**src/rtl/burst_addr_pkg.sv**
```systemverilog
package burst_addr_pkg;
  typedef enum logic [1:0] {
    SRC_ZERO = 2'd0,
    SRC_EXT  = 2'd1,
    SRC_INC  = 2'd2,
    SRC_HOLD = 2'd3
  } addr_src_e;
endpackage

```
**src/rtl/burst_src_decode.sv**
```systemverilog
module burst_src_decode
  import burst_addr_pkg::*;
(
  input  logic      strobe_ni,
  input  logic      adv_ni,
  input  logic      clr_ni,
  output addr_src_e src_o
);
  // fixed priority: clear > strobe > advance > hold
  always_comb begin
    if (!clr_ni)         src_o = SRC_ZERO;
    else if (!strobe_ni) src_o = SRC_EXT;
    else if (!adv_ni)    src_o = SRC_INC;
    else                 src_o = SRC_HOLD;
  end
endmodule

```
**src/rtl/burst_addr_mux.sv**
```systemverilog
module burst_addr_mux
  import burst_addr_pkg::*;
#(
  parameter int ADDR_W = 16
) (
  input  addr_src_e         src_i,
  input  logic [ADDR_W-1:0] ext_addr_i,
  input  logic [ADDR_W-1:0] count_i,
  output logic [ADDR_W-1:0] addr_o
);
  logic [ADDR_W-1:0] inc_addr;
  assign inc_addr = count_i + ADDR_W'(1);  // wraps naturally at width

  always_comb begin
    unique case (src_i)
      SRC_ZERO: addr_o = '0;
      SRC_EXT:  addr_o = ext_addr_i;
      SRC_INC:  addr_o = inc_addr;
      default:  addr_o = count_i;
    endcase
  end
endmodule

```
**src/rtl/burst_count_reg.sv**
```systemverilog
module burst_count_reg #(
  parameter int ADDR_W = 16
) (
  input  logic              clk_i,
  input  logic              rst_ni,
  input  logic [ADDR_W-1:0] d_i,
  output logic [ADDR_W-1:0] q_o
);
  always_ff @(posedge clk_i or negedge rst_ni) begin
    if (!rst_ni) q_o <= '0;
    else         q_o <= d_i;
  end
endmodule

```
**src/rtl/burst_addr_gen.sv**
```systemverilog
module burst_addr_gen
  import burst_addr_pkg::*;
#(
  parameter int ADDR_W = 16
) (
  input  logic              clk_i,
  input  logic              rst_ni,
  input  logic [ADDR_W-1:0] ext_addr_i,
  input  logic              strobe_ni,
  input  logic              adv_ni,
  input  logic              clr_ni,
  output logic [ADDR_W-1:0] int_addr_o,
  output logic [ADDR_W-1:0] count_o
);
  localparam logic [ADDR_W-1:0] TOP_ADDR = {ADDR_W{1'b1}};

  addr_src_e src;

  burst_src_decode u_dec (
    .strobe_ni (strobe_ni),
    .adv_ni    (adv_ni),
    .clr_ni    (clr_ni),
    .src_o     (src)
  );

  burst_addr_mux #(.ADDR_W(ADDR_W)) u_mux (
    .src_i      (src),
    .ext_addr_i (ext_addr_i),
    .count_i    (count_o),
    .addr_o     (int_addr_o)
  );

  // counter captures the address used by this cycle's access
  burst_count_reg #(.ADDR_W(ADDR_W)) u_cnt (
    .clk_i  (clk_i),
    .rst_ni (rst_ni),
    .d_i    (int_addr_o),
    .q_o    (count_o)
  );

  assert_clr_zero_R2: assert property (@(posedge clk_i) disable iff (!rst_ni)
    !clr_ni |-> (int_addr_o == '0));
  assert_clr_next_R2: assert property (@(posedge clk_i) disable iff (!rst_ni)
    !clr_ni |=> (count_o == '0));
  assert_load_R3: assert property (@(posedge clk_i) disable iff (!rst_ni)
    (clr_ni && !strobe_ni) |=> (count_o == $past(ext_addr_i)));
  assert_same_cycle_ext_R8: assert property (@(posedge clk_i) disable iff (!rst_ni)
    (clr_ni && !strobe_ni) |-> (int_addr_o == ext_addr_i));
  assert_advance_R4: assert property (@(posedge clk_i) disable iff (!rst_ni)
    (clr_ni && strobe_ni && !adv_ni) |=> (count_o == $past(count_o) + ADDR_W'(1)));
  assert_hold_R6: assert property (@(posedge clk_i) disable iff (!rst_ni)
    (clr_ni && strobe_ni && adv_ni) |=> $stable(count_o));
  assert_wrap_R7: assert property (@(posedge clk_i) disable iff (!rst_ni)
    (clr_ni && strobe_ni && !adv_ni && count_o == TOP_ADDR) |=> (count_o == '0));
endmodule

```
**config.mk**
```make
export PLATFORM = sky130hd
export DESIGN_NAME = burst_addr_gen
export DESIGN_NICKNAME = d
export VERILOG_FILES = /design/src/rtl/burst_addr_pkg.sv /design/src/rtl/burst_src_decode.sv /design/src/rtl/burst_addr_mux.sv /design/src/rtl/burst_count_reg.sv /design/src/rtl/burst_addr_gen.sv
export SDC_FILE = /design/constraint.sdc
export NUM_CORES = 1
export LEC_CHECK = 0
export ABC_CLOCK_PERIOD_IN_PS = 1400
export BUFFER_PORTS_ARGS = -buffer_cell sky130_fd_sc_hd__buf_2
export CELL_PAD_IN_SITES_DETAIL_PLACEMENT = 1
export CELL_PAD_IN_SITES_GLOBAL_PLACEMENT = 1
export CORE_MARGIN = 2
export CORE_UTILIZATION = 28
export DETAILED_ROUTE_END_ITERATION = 16
export PLACE_DENSITY_LB_ADDON = 0.1
export SETUP_SLACK_MARGIN = 0.15
export SYNTH_ARGS = -nofsm -noshare
export SYNTH_HDL_FRONTEND = slang
export SYNTH_SLANG_ARGS = --single-unit
export TNS_END_PERCENT = 50
```
**constraint.sdc**
```tcl
create_clock -name clk_i -period 1.4 [get_ports clk_i]
set_input_delay 0.07 -clock clk_i [delete_from_list [all_inputs] [get_ports clk_i]]
set_output_delay 0.07 -clock clk_i [all_outputs]
set_load 0.005 [all_outputs]
```
# After elaboration in Yosys (flattened, before gate mapping)
# Cells that the tools add are included.
[totals] reg_bits=16 romBits=0 wordCells=9 latchBits=0 output_inout_bits=32 mem_count=0 in_bits=21 ram_bits=0
[op_classes] bitwise_logic=0 magnitude_cmp=0 reduce_logical=1 add_sub_neg=1 mux=4 shifts=0 div_mod_pow=0 n_eq_ne=2 n_mul=0
[ops] cell="$pmux W16 S3" n=1
[ops] cell="$add A16 B1 Y16 const B" n=1
[ops] cell="$mux W2" n=2
[ops] cell="$eq A2 B1 Y1 const B" n=1
[ops] cell="$eq A2 B2 Y1 const B" n=1
[ops] cell="$logic_not A2 Y1" n=1
[ops] cell="$mux W1" n=1

# Depth between registers and ports, before layout
# Gate-level depths: netlist of run 1.
[logic_depth] ltp_word=5 ltp_mapped=5 mapped_depth_nobuf=5

# Hierarchy
# Synthesis of run 1 repeated with hierarchy kept, for this count alone.
[unflattened] hier_cells=119 area_unflattened_um2=1158.6
[by_module_without_submodules] mod="burst_addr_mux" instances=1 cells_each=100 seq_area_each_um2=0.0 area_per_inst_um2=740.7
[by_module_without_submodules] mod="burst_count_reg" instances=1 cells_each=16 seq_area_each_um2=400.4 area_per_inst_um2=400.4
[by_module_without_submodules] mod="burst_src_decode" instances=1 cells_each=3 seq_area_each_um2=0.0 area_per_inst_um2=17.5

# Worst setup path after synthesis of run 1
# OpenSTA, ideal clock, no wires.
[synth_timing] path_type="reg-to-reg" start="register u_cnt.q_o[1]" end="register u_cnt.q_o[4]" t_arrival_ns=1.416 n_path_buf=0 required_time_ns=1.273 path_stages_with_launch=6 path_slack_ns=-0.144 period_less_slack_ns=1.544 setup_time_ns=0.127 path_cell_list="dfrtp_1 > ha_1 > nor2b_1 > nand3_1 > xor2_1 > a211oi_1"
[synth_between] elab_chain_cells=2
[synth_lines] element="start, declared" line="burst_count_reg.sv:7" source="output logic [ADDR_W-1:0] q_o"
[synth_lines] element="start signal, assigned" line="burst_count_reg.sv:11" source="else q_o <= d_i;"
[synth_lines] element="$add A16 B1 Y16" line="burst_addr_mux.sv:12" source="assign inc_addr = count_i + ADDR_W'(1);"
[synth_lines] element="$pmux W16 S3" line="burst_addr_mux.sv:15" source="unique case (src_i)"
[synth_lines] element="net int_addr_o[4]" line="burst_addr_gen.sv:12" source="output logic [ADDR_W-1:0] int_addr_o,"
# The timed path passes the listed nets, and every way through them passes these cells.

# Worst setup path in the final report of run 1
[layout_timing] start="register u_cnt.q_o[9]" end="output int_addr_o[14]"
[layout_between] elab_chain_cells=2
[layout_lines] element="$add A16 B1 Y16" line="burst_addr_mux.sv:12"
[layout_lines] element="$pmux W16 S3" line="burst_addr_mux.sv:15"
[layout_lines] element="end, declared" line="burst_addr_gen.sv:12"
# Every way passes these cells.

==> results.toml, run 1 <==
[cts]
cts_root_buf = "clkbuf_4"
clock_latency_ns = 0.30
cts_num_sinks = 16
clk_pin_slew_worst_paths_ns = 0.11
cts_tree = "yes"
numCtsBuffers = 3
htreeDepth = 1
cts_buffer_depth = 2

[placement]
dpl.hpwl_mm = 2.44
io_buffers = 52
dp.cells = 212
place_worst_setup_slack_ns = -0.120
place.gp.congestion = 0.741

[floorplanning]
die_area_sq_um = 4010
rows = 21
io-pin-count = 53
die_w_microns = 63.3
start_util_pct = 29.3
die_h_microns = 63.3
core_sq_um = 3360

[logic_synthesis]
syn_nets = 124
synthXorXnorAreaFrac_pct = 10.7
syn_avg_cell_area_sq_um = 9.67
ys_seq_elements = 16
yosys.area_share.simple_pct = 29.2
synthMuxAreaShare_pct = 2.03
synth_area_sq_um = 986
synth_top_family_by_area = "simple AND/OR/NAND/NOR gates"
ys_warn_count = 0
syn-instance-count = 102
synth_compound_area_share_pct = 13.8
synthAdderAreaFrac_pct = 1.27
seq_area_frac_synth_pct = 40.6
synth_cell_types = 29

[finish]
fin_cells = 229
reg_top3 = "u_cnt.q_o x16"
nets = 206
largest_reg_flops = 16
final_common_cell = "buf_2"
largest_register = "u_cnt.q_o"
nFillCells = 423
area_delta_synth_final_pct = 70.8
final_cell_mix = "buf_2, buf_4, o21ai_0, xnor2_1, dfrtp_1"
drive_above_1_share_pct = 65.0
antenna_cells = 0

[drt]
drc_errors = 0
routed_wl_mm = 3.60
vias_per_cell = 4.94
dr.first_iter.drc_count = 25
wire_per_inst_microns = 15.7
dr.pass1.iters = 3
antenna_left = 0
dr_total_vias = 1132

[sta]
fin_crit_ns = 1.86
fmax_ghz = 0.537
hold_slack_ns = 0.0798
setup_viol = 23
rsz0062_at_grt = "yes"
worst_slew_pin_slew_ns = 0.636
max_slew_margin_pct = 57.6
finalClockSkew_ns = 0.00955
finalHoldViolations = 0
maxSlewViolCount = 0
fin_crit_sh_pct = 133
setup_slack_ns = -0.461

[critical_path]
critPathArrivalTime_ns = 1.79
worstPathMaxFanout = 6
worst-setup-path-type = "reg2out"
end_kind = "output pin"
crit_required_ns = 1.33
startpoint_type = "flip-flop"

[power]
power.density_nw_per_um2 = 686
p_leak_nw = 0.828
ir_worst_vdd_v = 0.000358

[grt]
grt.total_usage_pct = 17.3
antenna_found_initial = 0
grt_max_degree = 34
grt_pass1_wl_mm = 5.57
grt-ovfl-total = 0
grt_pass1_vias = 1198

[run_status]
status = "finished with violations"
violations = "negative setup slack"

[run]
drv_cap = 0

[worst_hold_path]
hp-class = "in2reg"
==> routing by layer <==
metal	global-route usage (%)	wire length, microns	up-vias	share of wire (%)
met4	4.08	50	0	1.4
met5	0	0	-	0
li1	-	-	539	-
met2	30.8	1860	31	52
met3	2.68	149	6	4.1
met1	21.9	1540	556	43
==> final timing paths <==
kind                          startpoint        endpoint  slack [ns]  cells past startpoint
min in group asynchronous         rst_ni    u_cnt.q_o[1]        0.22                      2
hold reg to reg            u_cnt.q_o[14]   u_cnt.q_o[14]        0.71                      3
setup / recovery            u_cnt.q_o[9]  int_addr_o[14]       -0.46                      5
max in group asynchronous         rst_ni    u_cnt.q_o[2]        0.88                      2
hold / removal             ext_addr_i[5]    u_cnt.q_o[5]        0.08                      3
setup reg to reg            u_cnt.q_o[2]   u_cnt.q_o[15]       -0.23                      7
==> metrics by stage <==
| stage | util, % | cell area (sq um) | total power [mW] | TNS, ns |
|---|---|---|---|---|
| global placement | 43.2 | 1450 | 0.829 | -0.350 |
| global route | 50.1 | 1680 | 1.22 | -8.43 |
| floorplan | - | 1030 | 0.662 | 0 |
| finish | 50.1 | 1680 | 1.16 | -6.05 |
| detailed placement | 43.2 | 1450 | 0.836 | -0.757 |
| CTS | 47.8 | 1610 | 1.15 | -5.83 |
==> logic make-up (layout without fill, tap and decap cells) <==
family / Yosys count / count (layout)
buf+inv: 6 / 87
mux: 2 / 2
compound gates: 25 / 25
flops: 16 / 16
simple gates: 40 / 40
fa+ha+maj: 1 / 1
xor+xnor: 12 / 12
==> final cells by class <==
cell class	instances	area, sq um	share of cell area [%]
clock buffers	4	26.3	1.56
inverters	1	3.75	0.223
multi-input cells	80	696	41.3
flip-flops and latches	16	409	24.3
well taps	46	57.6	3.42
repair buffers	82	492	29.2
==> power by group <==
part	internal [mW]	leakage, nW	switching (mW)
Combinational	0.181	0.615	0.168
Clock	0.111	0.0150	0.160
Sequential	0.496	0.198	0.0390
==> worst max-delay path, stage by stage, from the launching register on <==
cell and delay, ns:
dfrtp_1 0.40, nand4b_4 0.24, nor4_2 0.41, xnor2_1 0.13
a21oi_1 0.18, buf_2 0.15
==> Yosys cell counts <==
library cell	n	area, sq um
xnor2_1	10	87.6
mux2i_1	2	20.0
nor2_1	5	18.8
nand4b_4	1	23.8
and3_1	2	12.5
and2b_1	1	7.51
nand4b_1	1	8.76
nor4_2	5	62.6
nand3_2	1	10.0
a311oi_1	1	8.76
nand2_1	5	18.8
nor2b_1	1	6.26
clkbuf_2	1	5.00
nor3_1	4	20.0
a211oi_1	3	22.5
nor3b_1	2	15.0
clkbuf_1	4	15.0
nand4_4	1	21.3
nand3_1	5	25.0
dfrtp_1	16	400
nand4_1	2	12.5
nor4_1	2	12.5
o21ai_0	12	60.1
or3_1	1	6.26
inv_1	1	3.75
xor2_1	2	17.5
a21oi_1	9	45.0
ha_1	1	12.5
nand2b_1	1	6.26
==> repair_timing <==
item / 4_1_cts / 5_1_grt
endpoints found under the hold margin: 16 / 0
hold buffers: 1 / 0
pin swaps: 13 / 7
setup buffers: 9 / 3
endpoints found under the setup margin: 29 / 31
resized for setup: 10 / 13
(Power assumes the default switching activity.)
==> run 2: changes to the inputs <==
PLACE_DENSITY_LB_ADDON = 0.05   (was 0.1)
==> run 2 against run 1 <==
  * The run still ends with negative setup slack left
  * Fmax grew 2.2%
  * Critical path type unchanged
  * Sequential cell count is the same
  * Core utilization grew 6.5 points
  * Wire length shrank 0.33%
  * Sequential power is essentially flat
  * Sequential share of layout area shrank 2.8 points
  * Clock skew shrank 0.0051 ns
  * Setup slack gained 0.040 ns
==> results.toml, run 2 (synthesis results as in run 1) <==
[run_status]
status = "finished with violations"
violations = "negative setup slack"

[finish]
reg_top3 = "u_cnt.q_o x16"
area_delta_synth_final_pct = 93.0
largest_reg_flops = 16
final_common_cell = "buf_2"
finish.utilization_pct = 56.6
nets = 218
antenna_cells = 0
largest_register = "u_cnt.q_o"
final_cell_mix = "buf_2, buf_4, buf_6, o21ai_0, dfrtp_1"
nFillCells = 392
drive_above_1_share_pct = 68.2

[critical_path]
end_kind = "output pin"
slowest_delay_ns = 0.41
path_cells = "ha_2, nor2b_4, nand3_1, xor2_1, a211oi_2, buf_2"
critPathArrivalTime_ns = 1.75
r2r_end = "u_cnt.q_o[15]"
worst-setup-path-type = "reg2out"
reg2reg_depth = 8
startpoint_type = "flip-flop"
reg2reg_from = "u_cnt.q_o[2]"
crit_required_ns = 1.33
critPathSlowestCell = "dfrtp_2"
r2r_slack_ns = -0.38
critPathTopFamily = "flip-flops"
cp.buffers_inverters = 1
worstPathMaxFanout = 4

[grt]
grt.total_usage_pct = 16.6
grt-ovfl-total = 0
grt_max_degree = 34
antenna_found_initial = 0
grt_pass1_vias = 1097
grt_pass1_wl_mm = 5.35

[floorplanning]
io-pin-count = 53
die_w_microns = 63.3
core_sq_um = 3360
die_area_sq_um = 4010
rows = 21
die_h_microns = 63.3
start_util_pct = 29.3

[worst_hold_path]
whs_path_depth = 3
worst_hold_startpoint = "ext_addr_i[0]"
hp-class = "in2reg"
min_to = "u_cnt.q_o[0]"

[sta]
finalHoldViolations = 0
fin_crit_ns = 1.82
maxSlewViolCount = 0
setup_slack_ns = -0.421
setup_viol = 22
rsz0062_at_grt = "yes"
finalClockSkew_ns = 0.00447
max_slew_margin_pct = 60.2
fmax_ghz = 0.549
worst_slew_pin_slew_ns = 0.597
fin_crit_sh_pct = 130

[drt]
vias_per_cell = 4.85
wire_per_inst_microns = 14.9
dr_total_vias = 1168
routed_wl_mm = 3.58
dr.pass1.iters = 4
drc_errors = 0
dr.first_iter.drc_count = 25
antenna_left = 0

[power]
p_seq_share_pct = 43.6
p_comb_share_pct = 34.1
ir_worst_vdd_v = 0.000482
intPower_mw = 0.838
power.density_nw_per_um2 = 647
swShare_pct = 31.9
clockPowerShare_pct = 22.4
switching_power_mw = 0.392
p_leak_nw = 0.977

[placement]
io_buffers = 52
place.gp.congestion = 0.748
place_worst_setup_slack_ns = -0.121
dpl.hpwl_mm = 2.39

[cts]
clk_pin_slew_worst_paths_ns = 0.10
htreeDepth = 1
numCtsBuffers = 3
cts_root_buf = "clkbuf_4"
cts_num_sinks = 16
cts_buffer_depth = 2
clock_latency_ns = 0.29
cts_tree = "yes"

[run]
drv_cap = 0
==> run 2: changes by cell type in the layout (fill, tap and decap cells not counted), moves of 2 or more <==
cell / change
nor4_2: -3
buf_4: -2
a21oi_1: +3
nand2_4: +2
a21oi_2: -3
nand2_1: -2
nand3_4: +2
nand3_2: -2
buf_6: +14
nor4_4: +3
==> run 2: power by group through the flow <==
stage	Sequential, mW	Clock, mW	Combinational [mW]
CTS	0.538	0.292	0.330
detailed placement	0.546	0	0.287
global route	0.542	0.307	0.455
global placement	0.544	0	0.283
floorplan	0.551	0	0.111
finish	0.536	0.275	0.419
==> run 2: final cells by class <==
class,count,area (sq um),area share [%]
clock buffers,4,26.3,1.38
inverters,1,3.75,0.197
flip-flops and latches,16,409,21.5
multi-input cells,80,757,39.8
repair buffers,94,649,34.1
well taps,46,57.6,3.02
==> run 2: routing by layer <==
metal	vias to the layer above	GRT usage [%]	routed length (microns)
li1	566	-	-
met1	569	21.0	1560
met2	31	28.7	1860
met3	2	4.11	147
met4	0	3.26	10
met5	-	0	0
==> run 2: repair_timing <==
item / CTS / global route
resized for setup: 17 / 31
pin swaps: 11 / 26
endpoints found under the hold margin: 16 / 0
hold buffers: 1 / 0
endpoints found under the setup margin: 29 / 31
setup buffers: 8 / 17
==> run 2: worst max path at each step <==
stage | startpoint | to | cells after the start
finish | u_cnt.q_o[1] | int_addr_o[4] | 6
global route | u_cnt.q_o[2] | int_addr_o[15] | 5
CTS | u_cnt.q_o[1] | int_addr_o[4] | 6
detailed placement | u_cnt.q_o[0] | int_addr_o[4] | 6
global placement | u_cnt.q_o[0] | int_addr_o[4] | 6
floorplan | u_cnt.q_o[0] | u_cnt.q_o[5] | 4
==> run 2: worst min-delay path, cell delays in order <==
cell	delay [ns]
buf_2	0.08
mux2i_1	0.05
nor2_1	0.10
==> run 2: per-stage QoR <==
stage / cells / hold WS (ns) / area, sq um / TNS [ns] / total power [mW]
floorplan: 102 / -0.226 / 1030 / 0 / 0.662
global placement: 211 / 0.0200 / 1440 / -0.629 / 0.826
detailed placement: 211 / 0.0238 / 1440 / -0.844 / 0.832
CTS: 224 / 0.0368 / 1630 / -6.04 / 1.16
global route: 241 / 0.0886 / 1900 / -8.40 / 1.30
finish: 241 / 0.0505 / 1900 / -6.12 / 1.23
==> run 3: changes to the inputs <==
RECOVER_POWER = 50   (was not set)
==> run 3 against run 2 <==
  * Sequential power hardly changed
  * Sequential cell count did not move
  * First-iteration DRC count rose by 8.0%
  * Combinational power is essentially flat
  * Global-route usage unchanged
  * The run still ends with negative setup slack left
  * Setup slack worse by 0.0019 ns
  * Final cell count did not move
  * Via count stayed put
  * Register-to-register slack is essentially flat
  * Highest routed layer unchanged
  * Critical endpoint unchanged
==> results.toml, run 3 (synthesis results as in run 1) <==
[sta]
maxSlewViolCount = 0
fmax_ghz = 0.549
setup_viol = 22
rsz0062_at_grt = "yes"
fin_crit_sh_pct = 130
worst_slew_pin_slew_ns = 0.945
finalClockSkew_ns = 0.00371
hold_slack_ns = 0.0508
max_slew_margin_pct = 37.0
finalHoldViolations = 0
fin_crit_ns = 1.82
setup_slack_ns = -0.423

[critical_path]
crit_required_ns = 1.33
end_kind = "output pin"
reg2reg_from = "u_cnt.q_o[2]"
r2r_slack_ns = -0.39
r2r_end = "u_cnt.q_o[15]"
worst-setup-path-type = "reg2out"
reg2reg_depth = 8
worstPathMaxFanout = 4
startpoint_type = "flip-flop"
critPathArrivalTime_ns = 1.75

[floorplanning]
io-pin-count = 53
rows = 21
die_area_sq_um = 4010
start_util_pct = 29.3
die_h_microns = 63.3
core_sq_um = 3360
die_w_microns = 63.3

[finish]
nets = 218
design_area_sq_um = 1900
final_cell_mix = "buf_2, buf_4, buf_6, o21ai_0, dfrtp_1"
largest_reg_flops = 16
finish.utilization_pct = 56.4
antenna_cells = 0
largest_register = "u_cnt.q_o"
drive_above_1_share_pct = 66.7
area_delta_synth_final_pct = 92.4
reg_top3 = "u_cnt.q_o x16"
final_common_cell = "buf_2"

[drt]
vias_per_cell = 4.85
routed_wl_mm = 3.58
wire_per_inst_microns = 14.8
dr.pass1.iters = 4
dr.first_iter.drc_count = 27
drc_errors = 0
dr_total_vias = 1168
antenna_left = 0

[grt]
grt_pass1_wl_mm = 5.35
antenna_found_initial = 0
grt.total_usage_pct = 16.6
grt_pass1_vias = 1097
grt-ovfl-total = 0
grt_max_degree = 34

[cts]
cts_buffer_depth = 2
htreeDepth = 1
cts_tree = "yes"
cts_root_buf = "clkbuf_4"
clock_latency_ns = 0.29
numCtsBuffers = 3
clk_pin_slew_worst_paths_ns = 0.10
cts_num_sinks = 16

[power]
switching_power_mw = 0.390
ir_worst_vdd_v = 0.000486
p_total_mw = 1.23
swShare_pct = 31.8
p_comb_share_pct = 34.0
p_leak_nw = 0.967
power.density_nw_per_um2 = 646
p_seq_share_pct = 43.7
clockPowerShare_pct = 22.3
intPower_mw = 0.836

[run_status]
status = "finished with violations"
violations = "negative setup slack"

[run]
drv_cap = 0

[worst_hold_path]
worst_hold_startpoint = "ext_addr_i[0]"
hp-class = "in2reg"
min_to = "u_cnt.q_o[0]"
whs_path_depth = 3

[placement]
place_area_sq_um = 1440
io_buffers = 52
place_worst_setup_slack_ns = -0.121
place.gp.congestion = 0.748
dpl.hpwl_mm = 2.39
-- run 3: metal layers --
metal	GRT usage [%]	vias up	part of all wire, %	routed length, microns
met5	0	-	0	0
met4	3.26	0	0.28	10
met3	4.11	2	4.5	162
met2	28.7	33	52	1860
met1	21.0	568	43	1550
li1	-	565	-	-
-- run 3: critical path: stages (launching register included) --
cell and delay [ns]:
dfrtp_2 0.41, ha_2 0.21, nor2b_4 0.19, nand3_1 0.10, xor2_1 0.16, a211oi_2 0.22
buf_2 0.15
-- run 3: worst max path at each step --
stage	from	to	depth (start not counted)	slack (ns)
final	u_cnt.q_o[1]	int_addr_o[4]	6	-0.42
after global routing	u_cnt.q_o[2]	int_addr_o[15]	5	-0.54
after CTS	u_cnt.q_o[1]	int_addr_o[4]	6	-0.43
after detailed placement	u_cnt.q_o[0]	int_addr_o[4]	6	-0.12
after global placement	u_cnt.q_o[0]	int_addr_o[4]	6	-0.12
after floorplan	u_cnt.q_o[0]	u_cnt.q_o[5]	4	0.02
-- run 3: cell type report --
class	count	area, sq um
inverter	1	3.75
multi-input combinational	80	757
tap	46	57.6
sequential	16	409
timing repair buffer	94	643
clock buffer	4	26.3
fill	391	1470
-- run 3: power groups by stage --
stage | sequential (mW) | clock [mW] | combinational, mW
3_3_place_gp | 0.544 | 0 | 0.283
5_1_grt | 0.542 | 0.307 | 0.453
3_5_place_dp | 0.546 | 0 | 0.287
6_report | 0.536 | 0.274 | 0.416
2_1_floorplan | 0.551 | 0 | 0.111
4_1_cts | 0.538 | 0.292 | 0.330
-- run 3: timing repair --
item / CTS / global route
resized for setup: 17 / 31
setup endpoints to repair: 29 / 31
buffers inserted: 8 / 17
hold buffers: 1 / 0
cloned: 0 / 0
endpoints found under the hold margin: 16 / 0
pin swaps: 11 / 26
-- run 3: through the flow --
step / setup TNS [ns] / instances
after global placement: -0.629 / 211
final: -6.13 / 241
after CTS: -6.04 / 224
after floorplan: 0 / 102
after global routing: -8.40 / 241
after detailed placement: -0.844 / 211
